File: config.mk
export PLATFORM = sky130hd
export DESIGN_NAME = spi_dual_ctrl
export DESIGN_NICKNAME = d
export VERILOG_FILES = /design/src/rtl/spi_dual_pkg.sv /design/src/rtl/spi_sync.sv /design/src/rtl/spi_clkgen.sv /design/src/rtl/spi_pull.sv /design/src/rtl/spi_dual_ctrl.sv
export SDC_FILE = /design/constraint.sdc
export NUM_CORES = 1
export LEC_CHECK = 0
export BUFFER_PORTS_ARGS = -buffer_cell sky130_fd_sc_hd__buf_2
export CORE_ASPECT_RATIO = 0.7
export CORE_MARGIN = 10
export CORE_UTILIZATION = 51
export CTS_BUF_LIST = sky130_fd_sc_hd__clkbuf_16
export DETAILED_ROUTE_END_ITERATION = 6
export PLACE_DENSITY_LB_ADDON = 0.12
export REMOVE_ABC_BUFFERS = 1
export SLEW_MARGIN = 20
export SYNTH_ARGS = -nofsm -noshare
export SYNTH_HDL_FRONTEND = slang
export SYNTH_SLANG_ARGS = --single-unit
File: constraint.sdc
create_clock -name clk_i -period 2.3 [get_ports clk_i]
set_clock_uncertainty 0.1 [all_clocks]
set_input_delay 0.115 -clock clk_i [delete_from_list [all_inputs] [get_ports clk_i]]
set_output_delay 0.115 -clock clk_i [all_outputs]
set_load 0.01 [all_outputs]
File: src/rtl/spi_dual_pkg.sv
package spi_dual_pkg;
  // one system-cycle strobes marking serial clock edges
  typedef struct packed {
    logic lead;
    logic trail;
  } spi_edge_t;
endpackage

File: src/rtl/spi_sync.sv
module spi_sync #(
  parameter int W = 1,
  parameter logic [W-1:0] RST_VAL = '0
) (
  input  logic         clk_i,
  input  logic         rst_ni,
  input  logic [W-1:0] d_i,
  output logic [W-1:0] q_o
);
  for (genvar i = 0; i < W; i++) begin : g_bit
    logic s1_q, s2_q;
    always_ff @(posedge clk_i or negedge rst_ni) begin
      if (!rst_ni) begin
        s1_q <= RST_VAL[i];
        s2_q <= RST_VAL[i];
      end else begin
        s1_q <= d_i[i];
        s2_q <= s1_q;
      end
    end
    assign q_o[i] = s2_q;
  end
endmodule

File: src/rtl/spi_clkgen.sv
module spi_clkgen
  import spi_dual_pkg::*;
#(
  parameter int DATA_W = 8,
  parameter int DIV_W  = 8
) (
  input  logic             clk_i,
  input  logic             rst_ni,
  input  logic             start_i,
  input  logic             cpol_i,
  input  logic [DIV_W-1:0] div_i,
  output logic             sclk_o,
  output logic             run_o,
  output spi_edge_t        ev_o
);
  localparam int TOG_N = 2 * DATA_W;
  localparam int TOG_W = $clog2(TOG_N);

  logic             run_q, ph_q;
  logic [DIV_W-1:0] half_q;
  logic [TOG_W-1:0] tog_q;
  logic             tick;

  assign tick = run_q && (half_q == div_i);

  always_ff @(posedge clk_i or negedge rst_ni) begin
    if (!rst_ni) begin
      run_q  <= 1'b0;
      ph_q   <= 1'b0;
      half_q <= '0;
      tog_q  <= '0;
    end else if (!run_q) begin
      if (start_i) begin
        run_q  <= 1'b1;
        ph_q   <= 1'b0;
        half_q <= '0;
        tog_q  <= '0;
      end
    end else if (tick) begin
      half_q <= '0;
      ph_q   <= ~ph_q;
      tog_q  <= tog_q + 1'b1;
      if (tog_q == TOG_W'(TOG_N - 1)) run_q <= 1'b0;
    end else begin
      half_q <= half_q + 1'b1;
    end
  end

  // ph_q=1 means the clock is away from its idle level
  assign sclk_o     = cpol_i ^ ph_q;
  assign run_o      = run_q;
  assign ev_o.lead  = tick && !ph_q;
  assign ev_o.trail = tick && ph_q;
endmodule

File: src/rtl/spi_pull.sv
module spi_pull (
  input  logic slave_i,
  input  logic cpol_i,
  input  logic en_i,
  output logic en_sdi_o,
  output logic up_sdi_o,
  output logic en_sclk_o,
  output logic up_sclk_o,
  output logic en_ss_o,
  output logic up_ss_o
);
  assign en_sdi_o  = en_i;
  assign up_sdi_o  = en_i;
  assign en_sclk_o = en_i & slave_i;
  assign up_sclk_o = en_i & slave_i & cpol_i;
  assign en_ss_o   = en_i & slave_i;
  assign up_ss_o   = en_i & slave_i;
endmodule

File: src/rtl/spi_dual_ctrl.sv
module spi_dual_ctrl
  import spi_dual_pkg::*;
#(
  parameter int DATA_W = 8,
  parameter int DIV_W  = 8
) (
  input  logic              clk_i,
  input  logic              rst_ni,
  input  logic              cfg_slave_i,
  input  logic              cfg_cpol_i,
  input  logic              cfg_cpha_i,
  input  logic              cfg_lsb_first_i,
  input  logic              cfg_pull_en_i,
  input  logic [DIV_W-1:0]  cfg_div_i,
  input  logic [DATA_W-1:0] tx_data_i,
  input  logic              tx_valid_i,
  output logic              tx_ready_o,
  output logic [DATA_W-1:0] rx_data_o,
  output logic              rx_valid_o,
  input  logic              rx_ready_i,
  output logic              busy_o,
  input  logic              sdi_i,
  output logic              sdo_o,
  output logic              sdo_oe_o,
  input  logic              sclk_i,
  output logic              sclk_o,
  output logic              sclk_oe_o,
  input  logic              ss_ni,
  output logic              pull_en_sdi_o,
  output logic              pull_up_sdi_o,
  output logic              pull_en_sclk_o,
  output logic              pull_up_sclk_o,
  output logic              pull_en_ss_o,
  output logic              pull_up_ss_o
);
  localparam int CNT_W = $clog2(DATA_W + 1);

  // slave input synchronizers, order {ss, sclk, sdi}
  logic [2:0] sync_q;
  logic       ss_s, sclk_s, sdi_s;
  spi_sync #(.W(3), .RST_VAL(3'b100)) i_sync (
    .clk_i (clk_i),
    .rst_ni(rst_ni),
    .d_i   ({ss_ni, sclk_i, sdi_i}),
    .q_o   (sync_q)
  );
  assign {ss_s, sclk_s, sdi_s} = sync_q;

  logic              tx_full_q, act_q, sclk_prev_q;
  logic [DATA_W-1:0] tx_hold_q, tx_last_q, tx_sh_q, rx_sh_q, rx_nxt, next_byte;
  logic [CNT_W-1:0]  cnt_q;
  logic              m_start, m_run, m_sclk, s_start, reload, load, deselect;
  logic              samp_bit, sample, shift, done, take;
  spi_edge_t         m_ev, s_ev, ev;

  assign m_start = !cfg_slave_i && !m_run && tx_full_q;

  spi_clkgen #(.DATA_W(DATA_W), .DIV_W(DIV_W)) i_clkgen (
    .clk_i  (clk_i),
    .rst_ni (rst_ni),
    .start_i(m_start),
    .cpol_i (cfg_cpol_i),
    .div_i  (cfg_div_i),
    .sclk_o (m_sclk),
    .run_o  (m_run),
    .ev_o   (m_ev)
  );

  spi_pull i_pull (
    .slave_i  (cfg_slave_i),
    .cpol_i   (cfg_cpol_i),
    .en_i     (cfg_pull_en_i),
    .en_sdi_o (pull_en_sdi_o),
    .up_sdi_o (pull_up_sdi_o),
    .en_sclk_o(pull_en_sclk_o),
    .up_sclk_o(pull_up_sclk_o),
    .en_ss_o  (pull_en_ss_o),
    .up_ss_o  (pull_up_ss_o)
  );

  // slave edge detection, gated by the live synchronized select
  logic s_rise, s_fall, s_live;
  assign s_rise     = sclk_s & ~sclk_prev_q;
  assign s_fall     = ~sclk_s & sclk_prev_q;
  assign s_live     = act_q & ~ss_s;
  assign s_ev.lead  = s_live & (cfg_cpol_i ? s_fall : s_rise);
  assign s_ev.trail = s_live & (cfg_cpol_i ? s_rise : s_fall);

  assign ev       = cfg_slave_i ? s_ev : m_ev;
  assign samp_bit = cfg_slave_i ? sdi_s : sdi_i;
  assign deselect = cfg_slave_i && ss_s;
  assign s_start  = cfg_slave_i && !ss_s && !act_q;

  assign sample = cfg_cpha_i ? ev.trail : ev.lead;
  assign shift  = cfg_cpha_i ? (ev.lead && cnt_q != '0)
                             : (ev.trail && cnt_q != CNT_W'(DATA_W));
  assign done   = sample && (cnt_q == CNT_W'(DATA_W - 1));
  // back-to-back slave frames reload after the last bit
  assign reload = s_live && (cfg_cpha_i ? done : (ev.trail && cnt_q == CNT_W'(DATA_W)));
  assign load   = m_start || s_start || reload;

  assign next_byte = tx_full_q ? tx_hold_q : tx_last_q;
  assign rx_nxt    = cfg_lsb_first_i ? {samp_bit, rx_sh_q[DATA_W-1:1]}
                                     : {rx_sh_q[DATA_W-2:0], samp_bit};
  assign take      = tx_valid_i && !tx_full_q;

  always_ff @(posedge clk_i or negedge rst_ni) begin
    if (!rst_ni) begin
      tx_full_q   <= 1'b0;
      tx_hold_q   <= '0;
      tx_last_q   <= '0;
      tx_sh_q     <= '0;
      rx_sh_q     <= '0;
      rx_data_o   <= '0;
      rx_valid_o  <= 1'b0;
      cnt_q       <= '0;
      act_q       <= 1'b0;
      sclk_prev_q <= 1'b0;
    end else begin
      sclk_prev_q <= sclk_s;
      act_q       <= cfg_slave_i && !ss_s;

      if (take) begin
        tx_hold_q <= tx_data_i;
        tx_full_q <= 1'b1;
      end else if (load && tx_full_q) begin
        tx_full_q <= 1'b0;
      end

      if (done) begin
        rx_data_o  <= rx_nxt;
        rx_valid_o <= 1'b1;
      end else if (rx_ready_i) begin
        rx_valid_o <= 1'b0;
      end

      if (sample) rx_sh_q <= rx_nxt;

      if (load) begin
        tx_sh_q   <= next_byte;
        tx_last_q <= next_byte;
        cnt_q     <= '0;
      end else if (deselect) begin
        cnt_q <= '0;
      end else begin
        if (sample) cnt_q <= cnt_q + 1'b1;
        if (shift) begin
          tx_sh_q <= cfg_lsb_first_i ? {1'b0, tx_sh_q[DATA_W-1:1]}
                                     : {tx_sh_q[DATA_W-2:0], 1'b0};
        end
      end
    end
  end

  logic cur_bit, pre_bit;
  assign cur_bit = cfg_lsb_first_i ? tx_sh_q[0] : tx_sh_q[DATA_W-1];
  assign pre_bit = cfg_lsb_first_i ? next_byte[0] : next_byte[DATA_W-1];

  // idle slave shows the first bit of the byte it will commit
  assign sdo_o      = (cfg_slave_i && !act_q) ? pre_bit : cur_bit;
  assign sdo_oe_o   = cfg_slave_i ? ~ss_ni : 1'b1;
  assign sclk_o     = m_sclk;
  assign sclk_oe_o  = ~cfg_slave_i;
  assign busy_o     = cfg_slave_i ? act_q : m_run;
  assign tx_ready_o = ~tx_full_q;


  deselect_clr_chk: assert property (@(posedge clk_i) disable iff (!rst_ni)
    (cfg_slave_i && ss_s) |=> (cnt_q == '0));

  rx_after_last_chk: assert property (@(posedge clk_i) disable iff (!rst_ni)
    $rose(rx_valid_o) |-> ($past(cnt_q) == CNT_W'(DATA_W - 1)));

  idle_level_chk: assert property (@(posedge clk_i) disable iff (!rst_ni)
    (!cfg_slave_i && !m_run) |-> (sclk_o == cfg_cpol_i));

  start_needs_data_chk: assert property (@(posedge clk_i) disable iff (!rst_ni)
    $rose(m_run) |-> $past(tx_full_q));

  tx_accept_chk: assert property (@(posedge clk_i) disable iff (!rst_ni)
    $fell(tx_ready_o) |-> $past(tx_valid_i));

  pull_off_chk: assert property (@(posedge clk_i) disable iff (!rst_ni)
    !cfg_pull_en_i |-> !(pull_en_sdi_o || pull_en_sclk_o || pull_en_ss_o ||
                         pull_up_sdi_o || pull_up_sclk_o || pull_up_ss_o));
endmodule

# Word level (Yosys, flattened, before mapping)
# Cells that the tools add are included.
# op_classes
add_sub_neg	3
eq_ne	7
n_mux	38
bitwise_logic	15
reduce_logical	32
# op_table
op	n
$mux W8	9
$mux W4	6
$mux W1	22
$logic_and A1 B1 Y1	16
$add A4 B1 Y4 const B	2
$add A8 B1 Y8 const B	1
$eq A4 B4 Y1 const B	2
$eq A8 B8 Y1	1
$reduce_bool A2 Y1	4
$and A1 B1 Y1	7
$not A1 Y1	7
$logic_not A1 Y1	6
$eq A4 B3 Y1 const B	1
$ne A2 B2 Y1 const B	2
$ne A4 B4 Y1 const B	1
$reduce_and A2 Y1	2
$reduce_bool A4 Y1	1
$reduce_bool A3 Y1	1
$logic_or A1 B1 Y1	2
$mux W2	1
$xor A1 B1 Y1	1
# totals
reg_bits	68
output_inout_bits	21
word_cells	115

# Longest topological paths before layout
# Gate-level depths: netlist of the first run.
# logic_depth
depth_word	13
depth_mapped	9
ltp_nobuf	8

# By module
# A second synthesis of the first run with hierarchy kept.
# unflattened
hier_cells	299
hier_area_um2	3606.0
# modules_own_cells
mod	instances	cells_per_inst	area_each_um2	seq_area_each_um2
spi_dual_ctrl	1	188	2478.6	1201.2
spi_clkgen	1	96	909.6	350.3
spi_sync	1	9	175.2	152.6
spi_pull	1	6	42.5	0.0

# Worst setup path after synthesis of the first run
# Ideal clock, no wire load.
# synth_timing
path_type	register to register
from	register i_clkgen.half_q[0]
to	register rx_data_o[0]
t_arrival_ns	2.292
required_ns	2.075
slack_ns	-0.216
path_stages_with_launch	9
path_buffers	2
path_cell_list	dfrtp_1 > xnor2_1 > nand4_1 > or3_1 > clkbuf_2 > o31a_1 > buf_6 > nor3_4 > mux2_2
# synth_between
elab_chain_cells	6
elab_cells_between_ends	7
classes_between	eq/ne: 1; mux: 2; reduce/logical: 4
# synth_rtl
element	line	rtl
from (decl)	spi_clkgen.sv:20	logic [DIV_W-1:0] half_q;
from (signal assigned)	spi_clkgen.sv:45	half_q <= half_q + 1'b1;
$eq A8 B8 Y1 *	spi_clkgen.sv:24	assign tick = run_q && (half_q == div_i);
$logic_and A1 B1 Y1 *	spi_clkgen.sv:24	
$logic_and A1 B1 Y1 (on tied branches)	spi_clkgen.sv:52, spi_clkgen.sv:53	
$mux W2 *	spi_dual_ctrl.sv:89	assign ev = cfg_slave_i ? s_ev : m_ev;
$mux W1 *	spi_dual_ctrl.sv:94	assign sample = cfg_cpha_i ? ev.trail : ev.lead;
$logic_and A1 B1 Y1 *	spi_dual_ctrl.sv:97	assign done = sample && (cnt_q == CNT_W'(DATA_W - 1));
to (signal assigned)	spi_dual_ctrl.sv:131	rx_data_o <= rx_nxt;
to (decl)	spi_dual_ctrl.sv:18	output logic [DATA_W-1:0] rx_data_o,
# Mark *: on every way between the ends. The rest lies on a longest branch, timed or not.
# A chain may end at the register's enable or synchronous reset.

# Worst setup path after layout of the first run
# layout_timing
from	register i_clkgen.half_q[0]
to	register rx_data_o[2]
# The elaborated chain is that of the path after synthesis.

==> key figures, run 1 <==
Run status
  • Outcome: finished, final reports clean

Power
  • Switching part of the total: 0.303
  • VDD IR max: ~0.74 mV
  • Sequential fraction of design power: 0.415
  • Internal: about 3 mW
  • PD cells: 966 nW/um^2
  • Total power: ~4.2 mW
  • Logic pwr share: 0.303
  • Lkg Pwr: 2.10 nW
  • Psw: ~1.3 mW
  • Clk pwr share: 0.282

Synthesis
  • Mapped Area: around 3400 um^2
  • Commonest cells in the synthesized netlist: dfrtp_1 (66), mux2_2 (46), mux2i_1 (20), o21ai_0 (18)
  • Syn avg cell area: about 12 um^2
  • Netlist cell types: between 40 and 50
  • Post-synthesis sequential area ratio: 0.504
  • Synth top area share: 0.488
  • Post-synth EDFFs: 0
  • Synth Warn #: 0
  • FF+latch count, synth: 68
  • Async set or reset register ratio after synthesis: 1.00
  • Prevailing post-synth register cell: dfrtp_1
  • Cell with the most instances after synthesis: dfrtp_1
  • Cells after Synth: 290
  • Dominant cell type by area after synthesis: dfrtp_1
  • Synth area leaders: dfrtp_1 (49%), mux2_2 (15%), mux2i_1 (5.9%), xnor2_1 (3.1%), o21ai_0 (2.7%)

Routing
  • Post-DR vias/cell: approximately 5.2
  • Via count: around 2500
  • Drt pass-1 iters: 4
  • Post-route ant nets: 0
  • DR WL/cell: 15.6 um
  • Residual DRC: 0
  • Iteration-0 DRC count of the detailed router: ~150
  • DRT Wirelength: 7450 um

Global route
  • Antenna violations before repair: 0
  • First-pass GRT wire length: 12500 um
  • GRT Overall Usage: 0.151
  • Vias in the first global route: between 2000 and 3000
  • Largest net degree at the start of global routing: 49
  • Total gr overflow: 0

Floorplanning
  • Core box area: between 6000 and 7000 um^2
  • Standard-cell rows: 24
  • Die Y-Extent: 88.1 um
  • IO Count: between 40 and 50
  • Full die area: just over 10000 um^2
  • Initial Utilization: 0.534
  • Die width: 117 um

Layout
  • Share of layout cells above drive strength 1: 0.395
  • Nets: 412
  • Final core occ: 0.689
  • Layout overhead on the synthesized area: 29.0%
  • Number of antenna diodes: 0
  • Design Area, Final: 4360 um^2
  • Post-route insts no fill: roughly 480

Place
  • Placed cells: 446
  • Routability Congestion: between 0.8 and 0.9
  • Hpwl dp: 5350 um
  • Pre-CTS setup slack: -2.32 ps
  • Input/output buffers: 48
  • Cell Area, Placed: between 3000 and 4000 um^2

Timing
  • Fmax: about 440 MHz
  • Post-layout min period: about 2300 ps
  • Final Hold Fails: 0
  • Max transition margin: 0.633
  • Final worst slack: between 40 and 50 ps
  • RSZ-0062 raised after global routing: true
  • Post-route setup TNS: 0 ps
  • Hold_ws: 194 ps
  • Period Utilization, post-route: 0.979
  • Worst-Margin Slew: 549 ps
  • Fin. max-slew vios: 0
  • Setup Viol. Count Final: 0

Critical path
  • Crit path kind: reg2reg
  • Worst R2R Path Depth: 7
  • Critical Path Sink Type: flip-flop
  • Critical Path AT: ~2400 ps
  • CP Max Fanout: 9
  • Startpoint Class: flip-flop
  • Worst Path Required: between 2000 and 2500 ps

CTS
  • CTS tree: yes
  • Inserted Clock Buffers: 9
  • Clk_lat worst skew: approximately 330 ps
  • Worst-path clk slew: 50 ps
  • CTS root buf: clkbuf_16
  • H-tree Lvls: 3
  • Clock tree buffer depth: 2
  • TritonCTS Sinks: a little under 70

Flow run
  • Max-Cap Viols: 0

Min path
  • Worst hold path type: in2async
-- worst max-delay path, cell delays in order (launching register included) --
cell and delay (ps):
dfrtp_1 400, xnor2_2 160, nand4_1 150, or3_4 390, o31a_1 290, nor3_4 160
buf_12 160, mux2_2 330
-- area by class of cell --
class / count / area [um^2]
Fill cell: 469 / 1970
Sequential cell: 68 / 1700
Multi-Input combinational cell: 198 / 1600
Timing Repair Buffer: 94 / 656
Clock buffer: 9 / 225
Tap cell: 91 / 114
Clock inverter: 7 / 33.8
Inverter: 9 / 33.8
-- cell families after synthesis --
kind of cell	share of synthesized area
simple gates	0.111
fa+ha+maj	0.0148
xor+xnor	0.0440
compound gates	0.0736
flops	0.504
buf+inv	0.0340
mux	0.219
-- registers in the layout (all words and copies together), names as in the netlist, 3 cells and up --
name               flops
rx_data_o              8
i_sync.g_bit.s1_q      3
i_sync.g_bit.s2_q      3
tx_last_q              8
cnt_q                  4
rx_sh_q                8
tx_hold_q              8
tx_sh_q                8
i_clkgen.half_q        8
i_clkgen.tog_q         4
-- cell usage in the layout (no fill, tap or decap), types with 2 or more instances in the layout --
| cell type | instances |
|---|---|
| mux2i_1 | 20 |
| nor2_1 | 16 |
| mux2_4 | 2 |
| nand3_1 | 11 |
| nand3b_1 | 2 |
| nand4_1 | 2 |
| xnor2_1 | 11 |
| nand2b_1 | 4 |
| nor3b_1 | 2 |
| buf_4 | 30 |
| and3_1 | 4 |
| xor2_1 | 5 |
| a21oi_1 | 5 |
| ha_1 | 4 |
| nor2b_1 | 3 |
| mux2_2 | 44 |
| or3_1 | 3 |
| dlygate4sd3_1 | 13 |
| clkinv_1 | 3 |
| clkinv_2 | 3 |
| buf_2 | 48 |
| a221o_1 | 2 |
| o31ai_1 | 2 |
| buf_12 | 3 |
| o21ai_1 | 2 |
| inv_1 | 9 |
| dfstp_2 | 2 |
| o21ai_0 | 17 |
| nor4_2 | 2 |
| nand2_1 | 15 |
| clkbuf_16 | 9 |
| dfrtp_1 | 66 |
| nor3_1 | 2 |
-- final timing paths --
check                                                     from                              to  slack [ps]
worst max-delay path            i_clkgen.half_q[0]$_DFFE_PN0P_        rx_data_o[2]$_DFFE_PN0P_          50
worst min-delay path                                    rst_ni  i_sync.g_bit[1].s1_q$_DFF_PN0_         190
worst max register to register  i_clkgen.half_q[0]$_DFFE_PN0P_        rx_data_o[2]$_DFFE_PN0P_          50
worst min register to register  i_sync.g_bit[0].s1_q$_DFF_PN0_  i_sync.g_bit[0].s2_q$_DFF_PN0_         250
max in group asynchronous                               rst_ni        tx_hold_q[0]$_DFFE_PN0P_        1270
min in group clk_i                                  tx_valid_i        tx_hold_q[3]$_DFFE_PN0P_         200
-- repair_timing --
| action | CTS | global route |
|---|---|---|
| resized for setup | 1 | 7 |
| pin swaps | 0 | 2 |
| endpoints found under the setup margin | 8 | 30 |
| hold buffers | 13 | 0 |
| hold endpoints to repair | 30 | 0 |
| setup buffers | 0 | 1 |
-- metal layers --
metal | vias up | wire [um] | global-route usage
met3 | 11 | 390 | 0.0591
met2 | 63 | 3210 | 0.221
li1 | 1211 | - | -
met4 | 0 | 97 | 0.0544
met1 | 1191 | 3750 | 0.200
met5 | - | 0 | 0
-- power by group through the flow --
stage / clock network [mW] / logic [mW] / registers [mW]
finish: 1.19 / 1.28 / 1.75
global route: 1.28 / 1.42 / 1.80
CTS: 1.23 / 1.26 / 1.75
detailed placement: 0 / 1.23 / 1.76
global placement: 0 / 1.20 / 1.75
floorplan: 0 / 0.768 / 1.74
Note: power is estimated with default switching activity, not from simulation.
==> run 2: changes to the inputs <==
--- a/config.mk
+++ b/config.mk
@@ -8,7 +8,7 @@
 export BUFFER_PORTS_ARGS = -buffer_cell sky130_fd_sc_hd__buf_2
 export CORE_ASPECT_RATIO = 0.7
 export CORE_MARGIN = 10
-export CORE_UTILIZATION = 51
+export CORE_UTILIZATION = 30
 export CTS_BUF_LIST = sky130_fd_sc_hd__clkbuf_16
 export DETAILED_ROUTE_END_ITERATION = 6
 export PLACE_DENSITY_LB_ADDON = 0.12
==> key figures, run 2 (synthesis results as in run 1) <==
Critical path
  • Worst path slowest cell: or3_4
  • Crit path kind: reg2reg
  • Reg2reg setup slack: 20 ps (-30 ps)
  • Worst R2R Path Depth: 7 (unchanged)
  • Critical Path AT: 2390 ps (+30 ps)
  • Worst flop-to-flop path startpoint: i_clkgen.half_q[4]$_DFFE_PN0P_
  • Worst Path Required: 2410 ps (about the same)
  • Buf+Inv Stages, Crit Path: 1 (unchanged)
  • Levels on crit path: 7 (unchanged)
  • CP Max Fanout: 9 (unchanged)
  • Startpoint Class: flip-flop
  • Worst-path cell chain: xnor2_1, nand3_1, or3_4, o31a_1, nor3_4, buf_12, mux2_2
  • R2R Path End: rx_data_o[6]$_DFFE_PN0P_
  • Critical Path Sink Type: flip-flop
  • Top Family by Delay on Critical Path: simple AND/OR/NAND/NOR gates
  • Largest stage delay on the critical path: 410 ps (about the same)

Routing
  • DR WL/cell: 14.6 um (-6.8%)
  • Via count: 2414 (-2.5%)
  • DRT Wirelength: 7870 um (+5.7%)
  • Post-route ant nets: 0 (unchanged)
  • Drt pass-1 iters: 4 (unchanged)
  • Post-DR vias/cell: 4.47 (-14%)
  • Iteration-0 DRC count of the detailed router: 115 (-24%)
  • Residual DRC: 0 (unchanged)

CTS
  • CTS tree: yes
  • Worst-path clk slew: 60 ps (about the same)
  • Clk_lat worst skew: 330 ps (about the same)
  • Clock tree buffer depth: 2 (unchanged)
  • H-tree Lvls: 3 (unchanged)
  • CTS root buf: clkbuf_16
  • Inserted Clock Buffers: 9 (unchanged)
  • TritonCTS Sinks: 68 (unchanged)

Min path
  • Worst hold path type: in2reg
  • Hold Crit Depth: 3
  • Hold Path End: tx_sh_q[0]$_DFFE_PN0P_
  • Worst Hold Launch: cfg_lsb_first_i

Layout
  • Layout overhead on the synthesized area: 33.5%
  • Multi-input gate area: 1600 um^2 (unchanged)
  • Most frequent cells in the layout: dfrtp_1 (65), buf_2 (48), mux2_2 (46)
  • Design Area, Final: 4520 um^2 (+3.5%)
  • Nets: 414 (+0.49%)
  • FF/Latch Area: 1710 um^2 (about the same)
  • Fillers: 1069 (+130%)
  • Most common cell after layout, fill and taps aside: dfrtp_1
  • Share of layout cells above drive strength 1: 0.406 (+0.0109)
  • Number of antenna diodes: 0 (unchanged)
  • Final core occ: 0.410 (-0.279)

Place
  • Input/output buffers: 48 (unchanged)
  • Hpwl dp: 5720 um (+7.0%)
  • Routability Congestion: 0.753 (-10%)
  • Cell Area, Placed: 4000 um^2 (+1.7%)

Timing
  • RSZ-0062 raised after global routing: true
  • Setup Viol. Count Final: 0 (unchanged)
  • Final Hold Fails: 0 (unchanged)
  • Fin. max-slew vios: 0 (unchanged)
  • Max transition margin: 0.651 (+0.0181)
  • Fmax: 438 MHz (-1.4%)
  • Worst-Margin Slew: 522 ps (-27.1 ps)
  • Post-layout min period: 2280 ps (+31.2 ps)
  • Period Utilization, post-route: 0.992 (+0.0136)

Floorplanning
  • Core box area: 11000 um^2 (+74%)
  • IO Count: 49 (unchanged)
  • Die width: 147 um (+25%)
  • Die Y-Extent: 109 um (+23%)
  • Standard-cell rows: 32 (+33%)
  • Full die area: 16000 um^2 (+55%)
  • Initial Utilization: 0.307 (-0.227)

Global route
  • Antenna violations before repair: 0 (unchanged)
  • Total gr overflow: 0 (unchanged)
  • GRT Overall Usage: 0.104 (-0.0472)
  • Vias in the first global route: 2529 (+1.0%)
  • Largest net degree at the start of global routing: 69 (+41%)
  • First-pass GRT wire length: 13300 um (+6.1%)

Power
  • VDD IR max: 0.419 mV (-43%)
  • Lkg Pwr: 2.13 nW (+1.5%)
  • PD cells: 990 nW/um^2 (+2.5%)
  • Total power: 4.47 mW (+6.0%)

Flow run
  • Max-Cap Viols: 0 (unchanged)

Run status
  • Outcome: finished, final reports clean
==> run 2: metal layers <==
| layer | up-vias | wire length (um) | GRT usage |
|---|---|---|---|
| li1 | 1214 | - | - |
| met1 | 1156 | 4280 | 0.149 |
| met2 | 37 | 3210 | 0.144 |
| met3 | 7 | 308 | 0.0348 |
| met4 | 0 | 74 | 0.0317 |
| met5 | - | 0 | 0 |
==> run 2: worst min-delay path: stages <==
cell and delay (ps):
buf_2 230, nand2_1 110, o221ai_1 100
==> run 2: through the flow <==
| stage | setup slack, ps | std cells | TNS, ps | hold WS [ps] |
|---|---|---|---|---|
| floorplan | -305 | 275 | -2550 | -281 |
| global placement | 2.06 | 508 | 0 | 73.4 |
| detailed placement | -17.3 | 508 | -119 | 72.6 |
| CTS | -0.262 | 537 | -0.262 | 184 |
| global route | -80.7 | 540 | -603 | 215 |
| finish | 17.9 | 540 | 0 | 193 |
==> run 2: power breakdown <==
group | switching [mW] | internal, mW | leakage (nW)
logic | 0.581 | 0.702 | 1.12
registers | 0.221 | 1.53 | 0.858
clock network | 0.505 | 0.935 | 0.155
total | 1.31 | 3.16 | 2.13
==> run 2: repair_timing <==
item                       in CTS  in global routing
setup endpoints to repair      12                 24
pin swaps                       1                  2
hold buffers                   13                  0
hold endpoints to repair       78                  0
gates resized for setup         1                 10
setup buffers                   0                  3
==> run 2: layout make-up <==
class	count	share of cell area
Timing Repair Buffer	96	0.150
Inverter	9	0.00748
Sequential cell	68	0.378
Multi-Input combinational cell	198	0.354
Clock inverter	7	0.0186
Clock buffer	9	0.0499
Tap cell	153	0.0424
==> run 2: worst max path at each step <==
stage                                         from                       end  slack (ps)
finish              i_clkgen.half_q[4]$_DFFE_PN0P_  rx_data_o[6]$_DFFE_PN0P_          20
CTS                 i_clkgen.half_q[4]$_DFFE_PN0P_      cnt_q[3]$_DFFE_PN0P_        -0.3
global placement    i_clkgen.half_q[3]$_DFFE_PN0P_  rx_data_o[6]$_DFFE_PN0P_           2
global route        i_clkgen.half_q[2]$_DFFE_PN0P_  rx_data_o[1]$_DFFE_PN0P_         -80
floorplan           i_clkgen.half_q[0]$_DFFE_PN0P_  rx_data_o[0]$_DFFE_PN0P_        -300
detailed placement  i_clkgen.half_q[2]$_DFFE_PN0P_      cnt_q[3]$_DFFE_PN0P_         -20
==> run 3: changes to the inputs <==
--- a/config.mk
+++ b/config.mk
@@ -6,6 +6,8 @@
 export NUM_CORES = 1
 export LEC_CHECK = 0
 export BUFFER_PORTS_ARGS = -buffer_cell sky130_fd_sc_hd__buf_2
+export CELL_PAD_IN_SITES_DETAIL_PLACEMENT = 1
+export CELL_PAD_IN_SITES_GLOBAL_PLACEMENT = 1
 export CORE_ASPECT_RATIO = 0.7
 export CORE_MARGIN = 10
 export CORE_UTILIZATION = 30
==> key figures, run 3 (synthesis results as in run 1) <==
Run status
  • Outcome: finished, final reports clean

Timing
  • Max transition margin: 0.573 (-0.0781)
  • Post-layout min period: 2240 ps (-46.2 ps)
  • Final Hold Fails: 0 (unchanged)
  • Fin. max-slew vios: 0 (unchanged)
  • Post-route setup TNS: 0 ps (unchanged)
  • RSZ-0062 raised after global routing: true
  • Worst-Margin Slew: 638 ps (+117 ps)
  • Setup Viol. Count Final: 0 (unchanged)
  • Fmax: 447 MHz (+2.1%)
  • Hold_ws: 120 ps (-73.0 ps)
  • Period Utilization, post-route: 0.972 (-0.0201)

Layout
  • Most common cell after layout, fill and taps aside: dfrtp_1
  • Multi-input gate area: 1640 um^2 (+2.7%)
  • Fillers: 1169 (+9.4%)
  • Number of antenna diodes: 0 (unchanged)
  • Most frequent cells in the layout: dfrtp_1 (66), buf_2 (48), mux2_2 (38)
  • Share of layout cells above drive strength 1: 0.409 (+0.00364)
  • Layout overhead on the synthesized area: 33.7%
  • Nets: 413 (-0.24%)
  • FF/Latch Area: 1700 um^2 (about the same)

Global route
  • GRT Overall Usage: 0.110 (+0.00549)
  • First-pass GRT wire length: 13800 um (+4.3%)
  • Vias in the first global route: 2539 (+0.40%)
  • Total gr overflow: 0 (unchanged)
  • Antenna violations before repair: 0 (unchanged)
  • Largest net degree at the start of global routing: 69 (unchanged)

Critical path
  • Worst Setup EP: rx_data_o[6]$_DFFE_PN0P_
  • Critical Path AT: 2350 ps (-40 ps)
  • Worst-path cell chain: xnor2_1, nand3_1, or3_4, o31a_1, nor3_4, buf_12, mux2_4
  • Worst R2R Path Depth: 7 (unchanged)
  • Startpoint Class: flip-flop
  • Critical Path Source: i_clkgen.half_q[4]$_DFFE_PN0P_
  • CP Max Fanout: 9 (unchanged)
  • Reg2reg setup slack: 60 ps (+50 ps)
  • Largest stage delay on the critical path: 410 ps (about the same)
  • Worst path slowest cell: dfrtp_1
  • Critical Path Sink Type: flip-flop
  • Crit path kind: reg2reg
  • R2R Path End: rx_data_o[6]$_DFFE_PN0P_
  • Worst Path Required: 2410 ps (about the same)
  • Worst flop-to-flop path startpoint: i_clkgen.half_q[4]$_DFFE_PN0P_

Routing
  • DR WL/cell: 16.0 um (+9.8%)
  • DRT Wirelength: 8630 um (+9.6%)
  • Post-DR vias/cell: 4.60 (+3.0%)
  • Residual DRC: 0 (unchanged)
  • Post-route ant nets: 0 (unchanged)
  • Via count: 2482 (+2.8%)
  • Iteration-0 DRC count of the detailed router: 81 (-30%)
  • Drt pass-1 iters: 4 (unchanged)

CTS
  • Clock tree buffer depth: 2 (unchanged)
  • TritonCTS Sinks: 68 (unchanged)
  • Clk_lat worst skew: 340 ps (about the same)
  • CTS tree: yes
  • Worst-path clk slew: 60 ps (about the same)
  • H-tree Lvls: 3 (unchanged)
  • CTS root buf: clkbuf_16
  • Inserted Clock Buffers: 9 (unchanged)

Flow run
  • Max-Cap Viols: 0 (unchanged)

Floorplanning
  • IO Count: 49 (unchanged)
  • Core box area: 11000 um^2 (unchanged)
  • Die Y-Extent: 109 um (unchanged)
  • Standard-cell rows: 32 (unchanged)
  • Die width: 147 um (unchanged)
  • Initial Utilization: 0.307 (unchanged)
  • Full die area: 16000 um^2 (unchanged)

Place
  • Routability Congestion: 0.750 (-0.48%)
  • Input/output buffers: 48 (unchanged)
  • Hpwl dp: 6350 um (+11%)

Power
  • Clk pwr share: 0.308 (-0.014)
  • VDD IR max: 0.453 mV (+8.1%)
  • PD cells: 975 nW/um^2 (-1.5%)
  • Internal: 3.05 mW (-3.5%)
  • Switching part of the total: 0.307 (+0.0151)
  • Sequential fraction of design power: 0.395 (+0.004)
  • Lkg Pwr: 2.13 nW (-0.15%)
  • Logic pwr share: 0.297 (+0.010)
  • Psw: 1.35 mW (+3.7%)

Min path
  • Worst hold path type: in2reg
## run 3: cell count changes in the layout (fill, tap and decap cells not counted), moves of 2 or more
| cell | change |
|---|---|
| xnor2_1 | -3 |
| mux2_4 | +8 |
| o21ai_2 | +2 |
| mux2_2 | -8 |
| o21ai_1 | -2 |
| xnor2_2 | +3 |
| inv_1 | -2 |
## run 3: area by class of cell
class	instances	share of cell area
clock buffers	9	0.0498
clock inverters	7	0.0147
inverters	9	0.00747
multi-input cells	198	0.363
flip-flops and latches	68	0.377
well taps	153	0.0423
repair buffers	95	0.146
## run 3: worst min path at each step
stage / from / endpoint / slack, ps / depth (start not counted)
after floorplan: rst_ni / act_q$_DFF_PN0_ / -280 / 0
after global placement: rst_ni / i_clkgen.half_q[7]$_DFFE_PN0P_ / 70 / 2
after detailed placement: rst_ni / i_clkgen.half_q[7]$_DFFE_PN0P_ / 70 / 2
after CTS: cfg_slave_i / act_q$_DFF_PN0_ / 90 / 3
after global routing: cfg_slave_i / act_q$_DFF_PN0_ / 150 / 3
final: cfg_slave_i / act_q$_DFF_PN0_ / 120 / 3
## run 3: repair_timing
action	in CTS	in global routing
endpoints found under the setup margin	9	34
pin swaps	1	5
hold buffers	13	0
buffers inserted	0	0
endpoints found under the hold margin	78	0
resized for setup	0	20
## run 3: metrics by stage
| step | cell area [um^2] | setup slack [ps] | power, mW | cells | utilization |
|---|---|---|---|---|---|
| after floorplan | 3300 | -305 | 2.51 | 275 | - |
| after global placement | 4010 | 4.72 | 3.01 | 510 | 0.364 |
| after detailed placement | 4010 | -3.60 | 3.04 | 510 | 0.364 |
| after CTS | 4430 | 4.29 | 4.45 | 539 | 0.403 |
| after global routing | 4520 | -72.0 | 4.70 | 539 | 0.411 |
| final | 4520 | 64.2 | 4.41 | 539 | 0.411 |
## run 3: power groups by stage
stage | clock, mW | combinational (mW) | sequential [mW]
2_1_floorplan | 0 | 0.768 | 1.74
3_3_place_gp | 0 | 1.26 | 1.75
3_5_place_dp | 0 | 1.29 | 1.76
4_1_cts | 1.40 | 1.31 | 1.74
5_1_grt | 1.46 | 1.45 | 1.79
6_report | 1.36 | 1.31 | 1.74
## run 3: routing by layer
layer,wire length (um),GRT usage
met1,4610,0.153
met2,3630,0.154
met3,303,0.0377
met4,93,0.0381
met5,0,0
## run 3: critical path: cells and delay by family (launching register included)
| kind | cells | cell delay, ps |
|---|---|---|
| buffers and inverters | 1 | 170 |
| AND/OR/NAND/NOR | 3 | 690 |
| multiplexers | 1 | 300 |
| flip-flops | 1 | 410 |
| XOR/XNOR | 1 | 150 |
| AO/OA/AOI/OAI | 1 | 290 |
